File: src/rtl/mcp_pkg.sv
package mcp_pkg;

    // Outcome of one capture event at the destination.
    typedef enum logic [1:0] {
        CHK_IDLE = 2'd0,
        CHK_PASS = 2'd1,
        CHK_FAIL = 2'd2
    } chk_kind_e;

    // Raw per-cycle view handed from the history stage to the judge.
    typedef struct packed {
        logic warm;     // enough history gathered since reset
        logic recent;   // a source change lies inside the window
    } hist_view_t;

    // Window length in cycles: multiplier plus the optional guard cycle.
    function automatic int unsigned win_len(input int unsigned mult,
                                            input int unsigned guard);
        return mult + guard;
    endfunction

    // Saturating increment on a 32-bit carrier; callers truncate.
    function automatic logic [31:0] sat_step(input logic [31:0] v,
                                             input logic [31:0] top);
        return (v >= top) ? top : v + 32'd1;
    endfunction

endpackage

File: src/rtl/mcp_edge_tap.sv
module mcp_edge_tap #(
    parameter int unsigned SRC_W = 8
) (
    input  logic             clk,
    input  logic             rst,
    input  logic [SRC_W-1:0] src_q,
    output logic             chg
);
    logic [SRC_W-1:0] src_d;
    logic             prv_vld;

    always_ff @(posedge clk) begin
        if (rst) begin
            src_d   <= '0;
            prv_vld <= 1'b0;
        end else begin
            src_d   <= src_q;
            prv_vld <= 1'b1;
        end
    end

    // Any differing bit is a transition; none before a prior value exists.
    assign chg = prv_vld && (src_q != src_d);

    // a changed input versus the held copy is always reported once history is valid
    a_r7_any_bit: assert property (@(posedge clk) disable iff (rst)
        prv_vld && (src_q != $past(src_q)) |-> chg);

endmodule

File: src/rtl/mcp_window.sv
module mcp_window
    import mcp_pkg::*;
#(
    parameter int unsigned WIN = 3
) (
    input  logic       clk,
    input  logic       rst,
    input  logic       chg,
    output hist_view_t view
);
    localparam int unsigned HD     = (WIN > 1) ? WIN - 1 : 1;
    localparam int unsigned WARM_W = $clog2(WIN + 1) + 1;
    localparam logic [WARM_W-1:0] WARM_TOP = WARM_W'(WIN);

    logic [WARM_W-1:0] warm_cnt;
    logic              recent;

    always_ff @(posedge clk) begin
        if (rst) begin
            warm_cnt <= '0;
        end else if (warm_cnt != WARM_TOP) begin
            warm_cnt <= warm_cnt + 1'b1;
        end
    end

    generate
        if (WIN == 1) begin : g_flat
            assign recent = chg;
        end else begin : g_shift
            logic [HD-1:0] hist;
            always_ff @(posedge clk) begin
                if (rst) begin
                    hist <= '0;
                end else begin
                    hist[0] <= chg;
                    for (int i = 1; i < int'(HD); i++) begin
                        hist[i] <= hist[i-1];
                    end
                end
            end
            // Current cycle plus the WIN-1 preceding cycles.
            assign recent = chg || (|hist);
        end
    endgenerate

    assign view.warm   = (warm_cnt == WARM_TOP);
    assign view.recent = recent;

    // a change one cycle ago is still inside any window of two or more
    a_r3_hist_holds: assert property (@(posedge clk) disable iff (rst)
        (WIN > 1) && $past(chg) && !$past(rst) |-> view.recent);

    // once warm, the monitor stays warm until reset
    a_r8_warm_sticky: assert property (@(posedge clk) disable iff (rst)
        view.warm |=> view.warm);

endmodule

File: src/rtl/mcp_judge.sv
module mcp_judge
    import mcp_pkg::*;
(
    input  logic       cap_en,
    input  logic       path_sens,
    input  hist_view_t view,
    output chk_kind_e  kind
);
    logic fire;

    assign fire = cap_en && path_sens && view.warm;

    always_comb begin
        kind = CHK_IDLE;
        if (fire) begin
            kind = view.recent ? CHK_FAIL : CHK_PASS;
        end
    end

endmodule

File: src/rtl/mcp_tally.sv
module mcp_tally
    import mcp_pkg::*;
#(
    parameter int unsigned CNT_W = 16,
    parameter int unsigned CYC_W = 32
) (
    input  logic             clk,
    input  logic             rst,
    input  chk_kind_e        kind,
    output logic             err_flag,
    output logic [CYC_W-1:0] err_cycle,
    output logic [CNT_W-1:0] pass_count,
    output logic [CNT_W-1:0] fail_count
);
    localparam logic [CNT_W-1:0] CNT_TOP = {CNT_W{1'b1}};
    localparam logic [CYC_W-1:0] CYC_TOP = {CYC_W{1'b1}};

    logic [CYC_W-1:0] cyc;

    always_ff @(posedge clk) begin
        if (rst) begin
            cyc        <= '0;
            err_flag   <= 1'b0;
            err_cycle  <= '0;
            pass_count <= '0;
            fail_count <= '0;
        end else begin
            if (cyc != CYC_TOP) begin
                cyc <= cyc + 1'b1;
            end
            if (kind == CHK_PASS && pass_count != CNT_TOP) begin
                pass_count <= pass_count + 1'b1;
            end
            if (kind == CHK_FAIL) begin
                if (fail_count != CNT_TOP) begin
                    fail_count <= fail_count + 1'b1;
                end
                if (!err_flag) begin
                    err_flag  <= 1'b1;
                    err_cycle <= cyc;
                end
            end
        end
    end

    // a failing check always leaves the error flag set
    a_r3_fail_sets_err: assert property (@(posedge clk) disable iff (rst)
        kind == CHK_FAIL |=> err_flag);

    // the flag is sticky and the recorded cycle is frozen once set
    a_r6_err_sticky: assert property (@(posedge clk) disable iff (rst)
        err_flag |=> err_flag && $stable(err_cycle));

    // counters never wrap from their ceiling
    a_r9_pass_sat: assert property (@(posedge clk) disable iff (rst)
        pass_count == CNT_TOP |=> pass_count == CNT_TOP);
    a_r9_fail_sat: assert property (@(posedge clk) disable iff (rst)
        fail_count == CNT_TOP |=> fail_count == CNT_TOP);

endmodule

File: src/rtl/mcp_hold_monitor.sv
module mcp_hold_monitor
    import mcp_pkg::*;
#(
    parameter int unsigned SRC_W       = 8,
    parameter int unsigned MULT        = 3,
    parameter int unsigned ASYNC_GUARD = 0,
    parameter int unsigned CNT_W       = 16,
    parameter int unsigned CYC_W       = 32
) (
    input  logic             clk,
    input  logic             rst,
    input  logic [SRC_W-1:0] src_q,
    input  logic             cap_en,
    input  logic             path_sens,
    output logic             err_flag,
    output logic [CYC_W-1:0] err_cycle,
    output logic [CNT_W-1:0] pass_count,
    output logic [CNT_W-1:0] fail_count
);
    localparam int unsigned WIN = win_len(MULT, (ASYNC_GUARD != 0) ? 1 : 0);

    logic       chg;
    hist_view_t view;
    chk_kind_e  kind;

    mcp_edge_tap #(.SRC_W(SRC_W)) u_tap (
        .clk   (clk),
        .rst   (rst),
        .src_q (src_q),
        .chg   (chg)
    );

    mcp_window #(.WIN(WIN)) u_win (
        .clk  (clk),
        .rst  (rst),
        .chg  (chg),
        .view (view)
    );

    mcp_judge u_judge (
        .cap_en    (cap_en),
        .path_sens (path_sens),
        .view      (view),
        .kind      (kind)
    );

    mcp_tally #(.CNT_W(CNT_W), .CYC_W(CYC_W)) u_tally (
        .clk        (clk),
        .rst        (rst),
        .kind       (kind),
        .err_flag   (err_flag),
        .err_cycle  (err_cycle),
        .pass_count (pass_count),
        .fail_count (fail_count)
    );

    // with no sensitized capture the tallies do not move
    a_r4_idle_no_count: assert property (@(posedge clk) disable iff (rst)
        !(cap_en && path_sens) |=> $stable(pass_count) && $stable(fail_count));

    // a sensitized capture with a quiet source never sets a fresh error
    a_r2_quiet_no_err: assert property (@(posedge clk) disable iff (rst)
        !err_flag && !view.recent |=> !err_flag);

    // nothing is judged before the history has filled
    a_r8_cold_idle: assert property (@(posedge clk) disable iff (rst)
        !view.warm |-> kind == CHK_IDLE);

endmodule

File: config.mk
export PLATFORM = sky130hd
export DESIGN_NAME = mcp_hold_monitor
export DESIGN_NICKNAME = d
export VERILOG_FILES = /design/src/rtl/mcp_pkg.sv /design/src/rtl/mcp_edge_tap.sv /design/src/rtl/mcp_window.sv /design/src/rtl/mcp_judge.sv /design/src/rtl/mcp_tally.sv /design/src/rtl/mcp_hold_monitor.sv
export SDC_FILE = /design/constraint.sdc
export NUM_CORES = 1
export LEC_CHECK = 0
export BUFFER_PORTS_ARGS = -buffer_cell sky130_fd_sc_hd__buf_4
export CAP_MARGIN = 15
export CORE_ASPECT_RATIO = 0.8
export CORE_MARGIN = 2
export CORE_UTILIZATION = 50
export CTS_CLUSTER_SIZE = 16
export DETAILED_ROUTE_END_ITERATION = 16
export MAX_ROUTING_LAYER = met4
export PLACE_DENSITY = 0.71
export SYNTH_ARGS = -nofsm -noshare
export SYNTH_HDL_FRONTEND = slang
export SYNTH_SLANG_ARGS = --single-unit
File: constraint.sdc
create_clock -name clk -period 5.3 [get_ports clk]
set_clock_uncertainty 0.05 [all_clocks]
set_input_delay 0 -clock clk [delete_from_list [all_inputs] [get_ports clk]]
set_output_delay 0 -clock clk [all_outputs]
set_load 0.02 [all_outputs]
==> flow_summary.ini <==
[cts]
h-tree-depth = 3
clk_pin_slew_worst_paths_ns = 0.07
clock_latency_ns = 0.34
clk_path_buf_depth = 2
cts_tree = built
cts_root_buf = clkbuf_16
clock-sinks = 111
numCtsBuffers = 9
cts_resized = 0

[setup_path]
worstRegToRegCells = 5
worst_setup_path_end_kind = flop
r2r_slack_ns = 2.60
crit_start = src_q[2]
start_kind = input port
endpoint = u_tally.err_cycle[17]
critical_path_required_ns = 5.51
path_class = in2reg
crit_arrival_ns = 2.93
crit_fanout = 32
timing.rr.end = u_tally.err_cycle[17]
r2r-start = u_tap.src_d[2]

[power_and_ir_drop]
p_comb_share_pct = 5.3
p_sw_mw = 0.351
cellLeakagePower_nw = 2.49
ir_drop_uv = 170
total_power_mw = 1.62
swShare_pct = 21.7
powerDensity_mw_per_mm2 = 264
seqPwrFrac_pct = 52.8
intPower_mw = 1.27
clkPwrFrac_pct = 41.9

[logic_synthesis]
synth-seq-cells = 111
syn_area_mm2 = 0.00515
yosysTopAreaCell = dfxtp_1
synth_cell_types = 45
synth_seq_area_share_pct = 43.2
synthesis.nets = 607
ys_warn_count = 0
syn_inst = 590
syn_area_per_cell_um2 = 8.72
synth_edf_count = 0
synthTopCellsByArea = dfxtp_1, mux2i_1, nand2_1
synth_top_area_share_pct = 43.2
synth_ff_type = dfxtp_1
async_flop_share_pct = 0

[sta]
timing.fmax_mhz = 368
maxSlewViolCount = 0
setup_tns_ns = 0
setup_viol = 0
slew_headroom_pct = 23.8
tightest_slew_ns = 1.14
final_hold_viol_count = 0
grt_setup_unrepaired = no
fin_crit_ns = 2.72
post-route-period-util_pct = 51.3

[grt]
grt_first_pass_wirelength_mm = 18.6
grt-ovfl-total = 0
grt_max_degree = 92
grt_pass1_vias = 3986
antenna_found_initial = 0
grtUsageTotal_pct = 20.7

[placed_design]
dp_hpwl_mm = 7.62
port_buffers = 76
dpl.cell_count = 770
place_area_mm2 = 0.00575
place_congestion = 0.791

[drt]
route.antenna.remaining_nets = 0
route.detailed.drc = 0
drt_iter0_markers = 224
wirelength_mm = 11.4
drt-vias-per-instance = 5.64
post_drt_wl_per_cell_um = 14.4
vias = 4471
drt_pass1_iterations = 4

[cells_and_area]
post_layout_nonfiller_instances = 793
drive_gt1_share_pct = 18.8
finish.instance_area_mm2 = 0.00612
nNetsFinal = 666
syn_to_final_growth_pct = 19.0
antenna_cells = 0

[floorplan]
start_util_pct = 50.9
die_height_um = 94.8
coreArea_mm2 = 0.0101
die_area_mm2 = 0.0111
die_w_um = 117
rows = 33
pin_count = 77

[hold_path]
hp-class = in2reg
hold_depth = 2

[status]
status = finished, final reports clean

[job]
cap_viol_max_count = 0
==> how the worst min path moves through the flow <==
stage             start              end
4_1_cts             rst  u_tally.cyc[18]
3_3_place_gp   src_q[2]   u_tap.src_d[2]
6_report            rst  u_tally.cyc[18]
2_1_floorplan  src_q[0]   u_tap.src_d[0]
5_1_grt             rst  u_tally.cyc[12]
3_5_place_dp   src_q[7]   u_tap.src_d[7]
==> state kept, by name (all words and copies together), names as in the netlist <==
name                flops
u_tally.cyc            32
u_tally.err_cycle      32
u_tally.fail_count     16
u_tally.pass_count     16
u_tap.src_d             8
u_win.warm_cnt          3
u_win.g_shift.hist      2
u_tally.err_flag        1
u_tap.prv_vld           1
==> stage by stage <==
step,util (%),hold WS (ns),worst slack [ns]
5_1_grt,60.5,0.262,2.41
6_report,60.5,0.164,2.58
3_5_place_dp,56.8,0.187,2.56
3_3_place_gp,56.8,0.186,2.78
2_1_floorplan,-,0.0782,3.17
4_1_cts,60.5,0.207,2.55
==> cell families (layout without fill, tap and decap cells) <==
group	Yosys count	count (layout)	synth area share (%)
AND/OR/NAND/NOR	265	265	26.4
flip-flops	111	111	43.2
AO/OA/AOI/OAI	93	93	11.8
multiplexers	55	55	11.1
buffers and inverters	46	109	3.79
XOR/XNOR	15	15	2.55
adder cells (fa/ha/maj)	5	5	1.22
==> worst max-delay path, stage by stage <==
cell,delay (ns)
dlygate4sd3_1,0.54
buf_4,0.14
xnor2_1,0.16
nand4_1,0.20
o21a_1,0.56
o21ai_4,1.04
mux2i_1,0.28
==> cell usage after synthesis (6+ instances only) <==
library cell / count
dfxtp_1: 111
nand2_1: 84
nor2_1: 42
mux2i_1: 40
a21oi_1: 30
clkbuf_1: 27
nand3_1: 24
nor2b_1: 23
nand4_1: 17
o21ai_0: 16
mux2_2: 15
o31ai_1: 15
or4_1: 15
and3_1: 14
xnor2_1: 13
inv_1: 9
nor3_1: 9
and4_1: 8
or2_2: 7
or3_1: 7
a31oi_1: 6
and2_1: 6
buf_2: 6
==> layer usage <==
metal	GRT usage, %	up-vias	part of all wire, %
met4	5.12	0	1.0
met3	4.11	11	4.1
met1	25.7	2148	47
met2	35.1	87	48
li1	-	2225	-
met5	-	-	0
==> layout by cell type (no fill, tap or decap), types with 17 or more instances in the layout <==
cell type	count
nor2b_1	23
nand3_1	24
nand2_1	84
a21oi_1	30
buf_4	76
nor2_1	42
mux2i_1	40
dfxtp_1	111
nand4_1	17
==> timing repair <==
action | 4_1_cts | 5_1_grt
hold buffers | 8 | 0
setup buffers | 0 | 0
endpoints found under the hold margin | 8 | 0
==> power groups by stage <==
stage	clock network (mW)	logic, mW	registers [mW]
global placement	0	0.0775	0.872
CTS	0.696	0.0866	0.853
floorplan	0	0.0596	0.872
finish	0.678	0.0855	0.853
detailed placement	0	0.0814	0.873
global route	0.725	0.0957	0.854
==> final cells by class <==
class | instances | area (um2)
Clock inverter | 4 | 45.0
Inverter | 10 | 37.5
Timing Repair Buffer | 84 | 651
Sequential cell | 111 | 2220
Multi-Input combinational cell | 433 | 2740
Tap cell | 140 | 175
Clock buffer | 11 | 253
Fill cell | 900 | 3990
No activity file was read; power rests on OpenSTA's default activity.
